--- src/rtl/cfg_par_pkg.sv ---
package cfg_par_pkg;

    localparam int unsigned BYTE_W = 8;

    typedef enum logic [1:0] {
        CH_OFF    = 2'b00,
        CH_BYPASS = 2'b01,
        CH_FLOW   = 2'b10
    } chain_e;

    localparam logic [1:0] MODE_SLAVE_PAR = 2'b10;

endpackage

--- src/rtl/cfg_strobe_decode.sv ---
module cfg_strobe_decode (
    input  logic [1:0] cfg_mode,
    input  logic       cs_n,
    input  logic       cs1_n,
    input  logic       wr_n,
    output logic       wr_req,
    output logic       rd_req,
    output logic       sel_both
);
    import cfg_par_pkg::*;

    logic mode_ok;

    always_comb begin
        mode_ok  = (cfg_mode == MODE_SLAVE_PAR);
        sel_both = mode_ok && !cs_n && !cs1_n;
        wr_req   = sel_both && !wr_n;
        rd_req   = sel_both && wr_n;
    end

endmodule

--- src/rtl/cfg_byte_store.sv ---
module cfg_byte_store #(
    parameter int unsigned NBYTES = 16,
    parameter int unsigned W      = 8,
    parameter logic [W-1:0] RB_CMD = 8'hA5
) (
    input  logic         clk,
    input  logic         rst,
    input  logic         wr_req,
    input  logic         rd_req,
    input  logic         sel_both,
    input  logic         busy,
    input  logic [1:0]   chain_sel,
    input  logic         persist_en,
    input  logic [W-1:0] d_in,
    output logic         done,
    output logic         fwd_take,
    output logic [W-1:0] d_out,
    output logic         d_oe
);
    import cfg_par_pkg::*;

    localparam int unsigned CW = $clog2(NBYTES + 1);
    localparam int unsigned PW = (NBYTES > 1) ? $clog2(NBYTES) : 1;
    localparam logic [CW-1:0] LAST_CNT = CW'(NBYTES - 1);
    localparam logic [PW-1:0] LAST_PTR = PW'(NBYTES - 1);

    typedef struct packed {
        logic [NBYTES-1:0][W-1:0] mem;
        logic [CW-1:0]            cnt;
        logic [PW-1:0]            ptr;
        logic                     done;
        logic                     armed;
    } store_t;

    store_t st_d, st_q;
    logic   take;

    always_comb begin
        st_d     = st_q;
        take     = wr_req && !busy;
        fwd_take = take && st_q.done;

        if (take && !st_q.done) begin
            st_d.mem[st_q.cnt[PW-1:0]] = d_in;
            st_d.cnt = st_q.cnt + 1'b1;
            if (st_q.cnt == LAST_CNT) begin
                st_d.done = 1'b1;
            end
        end else if (fwd_take && chain_sel == CH_OFF && persist_en
                     && d_in == RB_CMD) begin
            st_d.armed = 1'b1;
            st_d.ptr   = '0;
        end

        if (st_q.armed && rd_req) begin
            st_d.ptr = (st_q.ptr == LAST_PTR) ? '0 : st_q.ptr + 1'b1;
        end

        if (!sel_both) begin
            st_d.armed = 1'b0;
        end

        if (rst) begin
            st_d.cnt   = '0;
            st_d.ptr   = '0;
            st_d.done  = 1'b0;
            st_d.armed = 1'b0;
        end
    end

    always_ff @(posedge clk) begin
        st_q <= st_d;
    end

    always_comb begin
        done  = st_q.done;
        d_oe  = st_q.armed && rd_req;
        d_out = st_q.mem[st_q.ptr];
    end

endmodule

--- src/rtl/cfg_chain_fwd.sv ---
module cfg_chain_fwd #(
    parameter int unsigned W = 8
) (
    input  logic         clk,
    input  logic         rst,
    input  logic [1:0]   chain_sel,
    input  logic         done,
    input  logic         fwd_take,
    input  logic [W-1:0] d_in,
    output logic         sdo,
    output logic         busy,
    output logic         cso_n
);
    import cfg_par_pkg::*;

    localparam int unsigned BW = $clog2(W + 1);
    localparam logic [BW-1:0] FULL = BW'(W);

    typedef struct packed {
        logic [W-1:0]  sh;
        logic [BW-1:0] bits;
        logic          sdo;
        logic          cso_n;
    } fwd_t;

    fwd_t fw_d, fw_q;

    always_comb begin
        fw_d = fw_q;

        if (fw_q.bits != '0) begin
            fw_d.sdo  = fw_q.sh[W-1];
            fw_d.sh   = {fw_q.sh[W-2:0], 1'b0};
            fw_d.bits = fw_q.bits - 1'b1;
        end else if (fwd_take && chain_sel == CH_BYPASS) begin
            fw_d.sh   = d_in;
            fw_d.bits = FULL;
        end

        if (done && chain_sel == CH_FLOW) begin
            fw_d.cso_n = 1'b0;
        end

        if (rst) begin
            fw_d.sh    = '0;
            fw_d.bits  = '0;
            fw_d.sdo   = 1'b0;
            fw_d.cso_n = 1'b1;
        end
    end

    always_ff @(posedge clk) begin
        fw_q <= fw_d;
    end

    always_comb begin
        sdo   = fw_q.sdo;
        busy  = (fw_q.bits != '0);
        cso_n = fw_q.cso_n;
    end

endmodule

--- src/rtl/cfg_par_slave.sv ---
module cfg_par_slave #(
    parameter int unsigned NBYTES = 16,
    parameter logic [7:0]  RB_CMD = 8'hA5
) (
    input  logic       clk,
    input  logic       rst,
    input  logic [1:0] cfg_mode,
    input  logic [1:0] chain_sel,
    input  logic       persist_en,
    input  logic       cs_n,
    input  logic       cs1_n,
    input  logic       wr_n,
    input  logic [7:0] d_in,
    output logic [7:0] d_out,
    output logic       d_oe,
    output logic       busy,
    output logic       done,
    output logic       sdo,
    output logic       cso_n
);
    import cfg_par_pkg::*;

    logic wr_req, rd_req, sel_both, fwd_take;

    cfg_strobe_decode u_dec (
        .cfg_mode (cfg_mode),
        .cs_n     (cs_n),
        .cs1_n    (cs1_n),
        .wr_n     (wr_n),
        .wr_req   (wr_req),
        .rd_req   (rd_req),
        .sel_both (sel_both)
    );

    cfg_byte_store #(
        .NBYTES (NBYTES),
        .W      (BYTE_W),
        .RB_CMD (RB_CMD)
    ) u_store (
        .clk        (clk),
        .rst        (rst),
        .wr_req     (wr_req),
        .rd_req     (rd_req),
        .sel_both   (sel_both),
        .busy       (busy),
        .chain_sel  (chain_sel),
        .persist_en (persist_en),
        .d_in       (d_in),
        .done       (done),
        .fwd_take   (fwd_take),
        .d_out      (d_out),
        .d_oe       (d_oe)
    );

    cfg_chain_fwd #(
        .W (BYTE_W)
    ) u_fwd (
        .clk       (clk),
        .rst       (rst),
        .chain_sel (chain_sel),
        .done      (done),
        .fwd_take  (fwd_take),
        .d_in      (d_in),
        .sdo       (sdo),
        .busy      (busy),
        .cso_n     (cso_n)
    );

endmodule

--- config.mk ---
export PLATFORM = sky130hd
export DESIGN_NAME = cfg_par_slave
export DESIGN_NICKNAME = d
export VERILOG_FILES = /design/src/rtl/cfg_par_pkg.sv /design/src/rtl/cfg_strobe_decode.sv /design/src/rtl/cfg_byte_store.sv /design/src/rtl/cfg_chain_fwd.sv /design/src/rtl/cfg_par_slave.sv
export SDC_FILE = /design/constraint.sdc
export NUM_CORES = 1
export LEC_CHECK = 0
export ABC_AREA = 1
export BUFFER_PORTS_ARGS = -buffer_cell sky130_fd_sc_hd__buf_4
export CORE_ASPECT_RATIO = 0.75
export CORE_MARGIN = 3
export CORE_UTILIZATION = 55
export DETAILED_ROUTE_END_ITERATION = 12
export GPL_ROUTABILITY_DRIVEN = 0
export PLACE_DENSITY = 0.82
export SYNTH_ARGS = -nofsm -noshare
export SYNTH_HDL_FRONTEND = slang
export SYNTH_SLANG_ARGS = --single-unit
--- constraint.sdc ---
create_clock -name clk -period 2.8 [get_ports clk]
set_input_delay 0.14 -clock clk [delete_from_list [all_inputs] [get_ports clk]]
set_output_delay 0.14 -clock clk [all_outputs]
set_load 0.01 [all_outputs]
### Word-level counts from Yosys, hierarchy flattened

Cells that the tools add are included.

| cells by class | value |
|---|---|
| add/sub/neg operators | 3 |
| order comparisons | 3 |
| equality and inequality tests | 7 |
| muxes and demuxes | 11 |
| bitwise operators | 2 |
| reductions and logical operators | 28 |

Operator list:

| cell | number |
|---|---|
| $bwmux W128 | 1 |
| $bmux W8 S4 | 1 |
| $demux W8 S4 | 1 |
| $mux W12 | 2 |
| $mux W4 | 4 |
| $mux W8 | 2 |
| $logic_and A1 B1 Y1 | 14 |
| $lt A4 B5 Y1 const B | 2 |
| $eq A8 B8 Y1 const B | 1 |
| $reduce_and A2 Y1 | 3 |
| $add A5 B1 Y5 const B | 1 |
| $eq A5 B4 Y1 const B | 1 |
| $logic_not A1 Y1 | 5 |
| $add A4 B1 Y4 const B | 1 |
| $eq A2 B2 Y1 const B | 2 |
| $eq A4 B4 Y1 const B | 1 |
| $ge A4 B1 Y1 const B | 1 |
| $reduce_bool A2 Y1 | 2 |
| $reduce_bool A4 Y1 | 1 |
| $reduce_or A2 Y1 | 2 |
| $sub A4 B1 Y4 const B | 1 |
| $eq A2 B1 Y1 const B | 1 |
| $logic_not A2 Y1 | 1 |
| $ne A2 B2 Y1 const B | 1 |
| $not A1 Y1 | 2 |

| word-level totals | value |
|---|---|
| register bits after elaboration | 153 |
| input bits | 18 |
| output and inout port bits | 13 |
| logic and storage cells | 79 |

### Logic depth before layout (Yosys ltp)

| logic depth | value |
|---|---|
| word-level depth | 12 |
| mapped depth | 9 |
| gate-level depth less buffers | 9 |

### Modules after synthesis

A second synthesis with hierarchy kept.

| second synthesis, totals | value |
|---|---|
| cells, all modules | 624 |
| area, all modules | 6520.0 um2 |

By module, submodules not included:

| module | instances | cells each | area an instance (um2) | sequential area each (um2) |
|---|---|---|---|---|
| cfg_byte_store | 1 | 518 | 5818.1 | 4063.9 |
| cfg_chain_fwd | 1 | 98 | 664.4 | 280.3 |
| cfg_strobe_decode | 1 | 8 | 37.5 | 0.0 |

### Least setup slack after synthesis

OpenSTA, ideal clock, no wires.

| timing path | value |
|---|---|
| kind | register to register |
| start point | register u_fwd.fw_q[2] (netlist name) |
| end point | register u_store.st_q[11] (netlist name), enable pin |
| library setup time | 0.370 ns |
| arrival | 1.380 ns |
| required time | 2.430 ns |
| path slack | 1.050 ns |
| stages on the path, launching flop included | 6 |
| buffers on the path | 0 |
| clock period less this slack | 1.750 ns |
| path through | dfxtp_1 > nor2_2 > nand2_2 > nor3_4 > nand2_1 > nor2_1 |

| on the way | value |
|---|---|
| word-level cells in the longest chain between the ends | 4 |

RTL lines:

| element | line | RTL |
|---|---|---|
| from (decl) | cfg_chain_fwd.sv:26 | `fwd_t fw_d, fw_q;` |
| from (signal assigned) | cfg_chain_fwd.sv:53 | `fw_q <= fw_d;` |
| $reduce_bool A4 Y1 | cfg_chain_fwd.sv:58 | `busy = (fw_q.bits != '0);` |
| $logic_not A1 Y1 | cfg_byte_store.sv:40 | `take = wr_req && !busy;` |
| $logic_and A1 B1 Y1 | cfg_byte_store.sv:40 |  |
| $logic_and A1 B1 Y1 | cfg_byte_store.sv:43 | `if (take && !st_q.done) begin` |
| to (signal assigned) | cfg_byte_store.sv:72 | `st_q <= st_d;` |
| to (decl) | cfg_byte_store.sv:35 | `store_t st_d, st_q;` |

Every way passes these cells.
A chain may end at the register's enable or synchronous reset.

### Final worst setup path

| timing path | value |
|---|---|
| start point | register u_store.st_q[2] (netlist name) |
| end point | output d_out[4] |

| on the way | value |
|---|---|
| word-level cells in the longest chain between the ends | 2 |

RTL lines:

| element | line | RTL |
|---|---|---|
| $bmux W8 S4 | cfg_byte_store.sv:78 | `d_out = st_q.mem[st_q.ptr];` |
| $mux W8 (implied by the code) | cfg_byte_store.sv:78 |  |
| to (decl) | cfg_par_slave.sv:14 | `output logic [7:0] d_out,` |

Every way passes these cells. The select of a mux whose other input is x is not followed.

==> run summary <==
The wire length of the first global-routing pass is 22900 um, and the proportion of layout cells with a drive suffix above 1 is 13.7%. After detailed routing, the number of vias per cell comes to 6.04. CTS saw 153 sinks. The tools report the timing startpoint of the critical path as u_store.st_q[2]. Data on the critical path arrives at its endpoint at 2.44 ns. Via count of the first global-routing pass: 4348. Die extent in y: 98.7 um. Setup slack on the worst reg-to-reg path comes out at 0.49 ns.

For the number of slew-limit violations in the final report, the log shows 0. The run gives 0 as the post-CTS setup-driven buffer insertion count. The total routed wirelength is 14800 um.

The tools report the hold slack as 0.00256 ns. Entering global routing, the biggest net connects 69 pins. After layout, the minimum clock period comes to 2.58 ns.

Setup repair after global routing left no endpoint under its margin. STA classifies the critical path startpoint as a register. Quantity of I/O buffers inserted on ports: 30.

TritonCTS built the clock tree. Critical path endpoint: d_out[4]. Footprint of the multi-input gates: 1720 um^2.

Dividing the final minimum period by the clock period gives 92.3%. Global routing used 24.4% of the available tracks across all layers. The fraction of registers with async set or reset after synthesis came out at 0%. The total inserted antenna cells is 0. The startpoint of the most critical register-to-register path is u_fwd.fw_q[2]. The run gives 0 as the final hold violation count. The logs give 1 for the number of hold buffers added after cts and 31 for the number of I/O pins. The predominant post-synthesis flop cell was edfxtp_1. The layout has 805 filler cells. The run gives 0 as the initial antenna violation count. Measured along the x axis, the die boundary spans 130 um.

For the worst setup path, the data required time is 2.66 ns. The detail route stage leaves a number of antenna-violating nets equal to 0. The count of different cell masters after synthesis is 29, and the post-route cell area is 7240 um^2. For this run, the detailed router's first-pass iteration total came to 6. For this run, the number of Yosys warnings is 0.

The detailed router finished its first iteration with 556 violations. The worst register-to-register path ends at u_store.st_q[129]. The tools report the net count of the mapped netlist as 576. The maximum fanout count along the critical path came out at 68. CTS placed an instance of clkbuf_16 at the clock tree root. The mean instance size in the synthesized netlist was 11.4 um^2; the via total after detailed routing was 4430. The mean routed wirelength per cell came out at 20.2 um. The critical path is of the reg -> out type. For the total number of nets in the final design, the log shows 604.

The core region is 11100 um^2. The tools report the max-cap violation count as 0. The worst hold path belongs to the class in -> reg.

Summing every instance area after synthesis gives 6300 um^2. The logs give 552 for the synthesized instance count and 4350 um^2 for the sequential cell area in the final layout. The actual transition at the worst max-transition pin works out to 0.887 ns. Measured in cells, the most critical reg-to-reg path has a length of 5. The total negative slack was 0 ns.

Of the synthesized area, sequential elements account for 69.0%. The worst slew slack as a fraction of its limit was 40.8%; the signed area change from the synthesized netlist to the final layout was 14.9%. In this run, CTS created clock tree buffers numbering 17. The logs give 0.00250 uW for the leakage component of the power and 0.216 ns for the final setup slack of the worst path.

On the final layout, the worst clock skew is 0.00780 ns. The worst setup path is captured at an output port. For the number of remaining DRC errors, the log shows 0. The logs give 0.529 mV for the peak supply drop and 12800 um^2 for the die area.

The instance area after placement was 6630 um^2; the synthesis-stage register bit count was 153. The maximum level of the CTS H-tree was 4. After clock tree synthesis, the clock-pin slew on the worst setup and hold paths is 0.06 ns. The run gives 0.387 GHz as the highest achievable clock rate. The tools report the fraction of the core area covered by cells at the end of the flow as 65.4%. The run finished with clean final reports. Setup violations remaining at the end of the flow were counted as 0. The HPWL after detailed placement is 9500 um.

For the worst-skew pair, the clock arrives at the later sink with an insertion delay of 0.42 ns. The initial utilization of the core area, before any placement, comes to 56.9%. The residual overflow from global routing was 0; the number of enable flip-flop cells after synthesis was 128. In this run the power density over the cells is 695 nW/um^2. Before CTS, the worst setup slack after placement is 0.503 ns. The floorplan has 33 rows. The post-cts gate resize count came out at 0. The run gives 2 as the buffer levels on the longest clock path.
## worst min path at each step
stage	from	slack [ns]	cells after the start	to
detailed placement	chain_sel[0]	0.38	3	u_fwd.cso_n
global placement	chain_sel[0]	0.36	3	u_fwd.cso_n
floorplan	d_in[1]	0.24	0	u_store.st_q[100]
finish	cs_n	0.003	4	u_store.st_q[0]
global route	cs_n	0.03	4	u_store.st_q[0]
CTS	cs_n	0.0007	4	u_store.st_q[0]
## per-layer routing
layer	wire, um	vias to the layer above	global-route usage [%]
met2	6890	226	36.4
met1	5990	2130	32.8
li1	-	2036	-
met5	0	-	0
met4	363	0	10.9
met3	1550	38	8.18
## synthesized netlist by cell type, types with 2 or more instances
cell type	n	area share [%]
xor2_1	2	0.28
clkbuf_1	20	1.2
buf_2	7	0.56
nand2_2	4	0.40
nand3_1	14	1.1
nor3_1	4	0.32
o211ai_1	16	1.9
inv_1	29	1.7
o22ai_1	8	0.79
a21oi_1	13	1.0
dfxtp_1	25	7.9
edfxtp_1	128	61
ha_1	6	1.2
nand2_1	47	2.8
nor2_1	120	7.1
o21ai_0	71	5.6
nand4_1	9	0.89
nand3_2	3	0.48
o221ai_1	16	2.2
## metrics by stage
step | power, uW | cells
global route | 5160 | 733
global placement | 2760 | 700
floorplan | 2670 | 552
finish | 5030 | 733
CTS | 5040 | 733
detailed placement | 2770 | 700
## flip-flops by register name (all words and copies together) (netlist names)
name and cells:
u_store.st_q 138, u_fwd.fw_q 12, u_fwd.cso_n 1, u_fwd.sdo 1
u_store.done 1
## area by class of cell
type / count / area share (%)
Clock buffer: 19 / 6.26
Clock inverter: 13 / 2.09
Inverter: 31 / 1.61
Multi-Input combinational cell: 340 / 23.7
Sequential cell: 153 / 60.0
Tap cell: 140 / 2.42
Timing Repair Buffer: 37 / 3.87
## where the power goes
group	leakage (uW)	switching (uW)	internal [uW]	total, uW
registers	0.00135	12.0	2480	2490
clock network	0.000294	865	1440	2300
logic	0.000855	170	66.6	236
total	0.00250	1050	3990	5030
## worst max-delay path: stages, from the launching register on
cell	delay (ns)
dfxtp_2	0.35
buf_4	0.51
nor2_1	0.14
nor2_1	0.14
o21ai_0	0.20
o211ai_1	0.20
o211ai_1	0.21
nand2_1	0.12
buf_4	0.12
## kinds of logic (layout without fill, tap and decap cells)
| family | count (synthesis) | in the layout | synth area share (%) |
|---|---|---|---|
| and+or+nand+nor | 206 | 206 | 14.0 |
| xor gates and xnor gates | 2 | 2 | 0.278 |
| adders and majority gates | 6 | 6 | 1.19 |
| AOI/OAI and AO/OA | 126 | 126 | 11.8 |
| buffers and inverters | 59 | 100 | 3.77 |
| DFF | 153 | 153 | 69.0 |
## layout by cell type (no fill, tap or decap)
cell type,Yosys,routed
clkinv_2,0,6
a21oi_1,13,13
ha_1,6,6
edfxtp_1,128,128
nor2_2,1,1
inv_1,29,29
dlygate4sd3_1,0,1
nor3_4,1,1
nand3_2,3,3
dfxtp_2,0,1
o22ai_1,8,8
buf_4,0,36
dfxtp_1,25,24
bufinv_16,0,3
nand3b_1,1,1
nand2_1,47,47
o21ai_1,1,1
inv_2,1,1
nand3_1,14,14
nor3_1,4,4
xor2_1,2,2
clkbuf_8,0,2
clkbuf_16,0,17
nor3b_2,1,1
clkinv_4,0,1
o31ai_1,1,1
o221ai_1,16,16
nand4_1,9,9
clkinv_1,1,1
clkinvlp_4,0,3
nor2_4,1,1
nor2_1,120,120
o211ai_1,16,16
o21ai_0,71,71
nand2_2,4,4
Power figures use the tool's default switching activity.
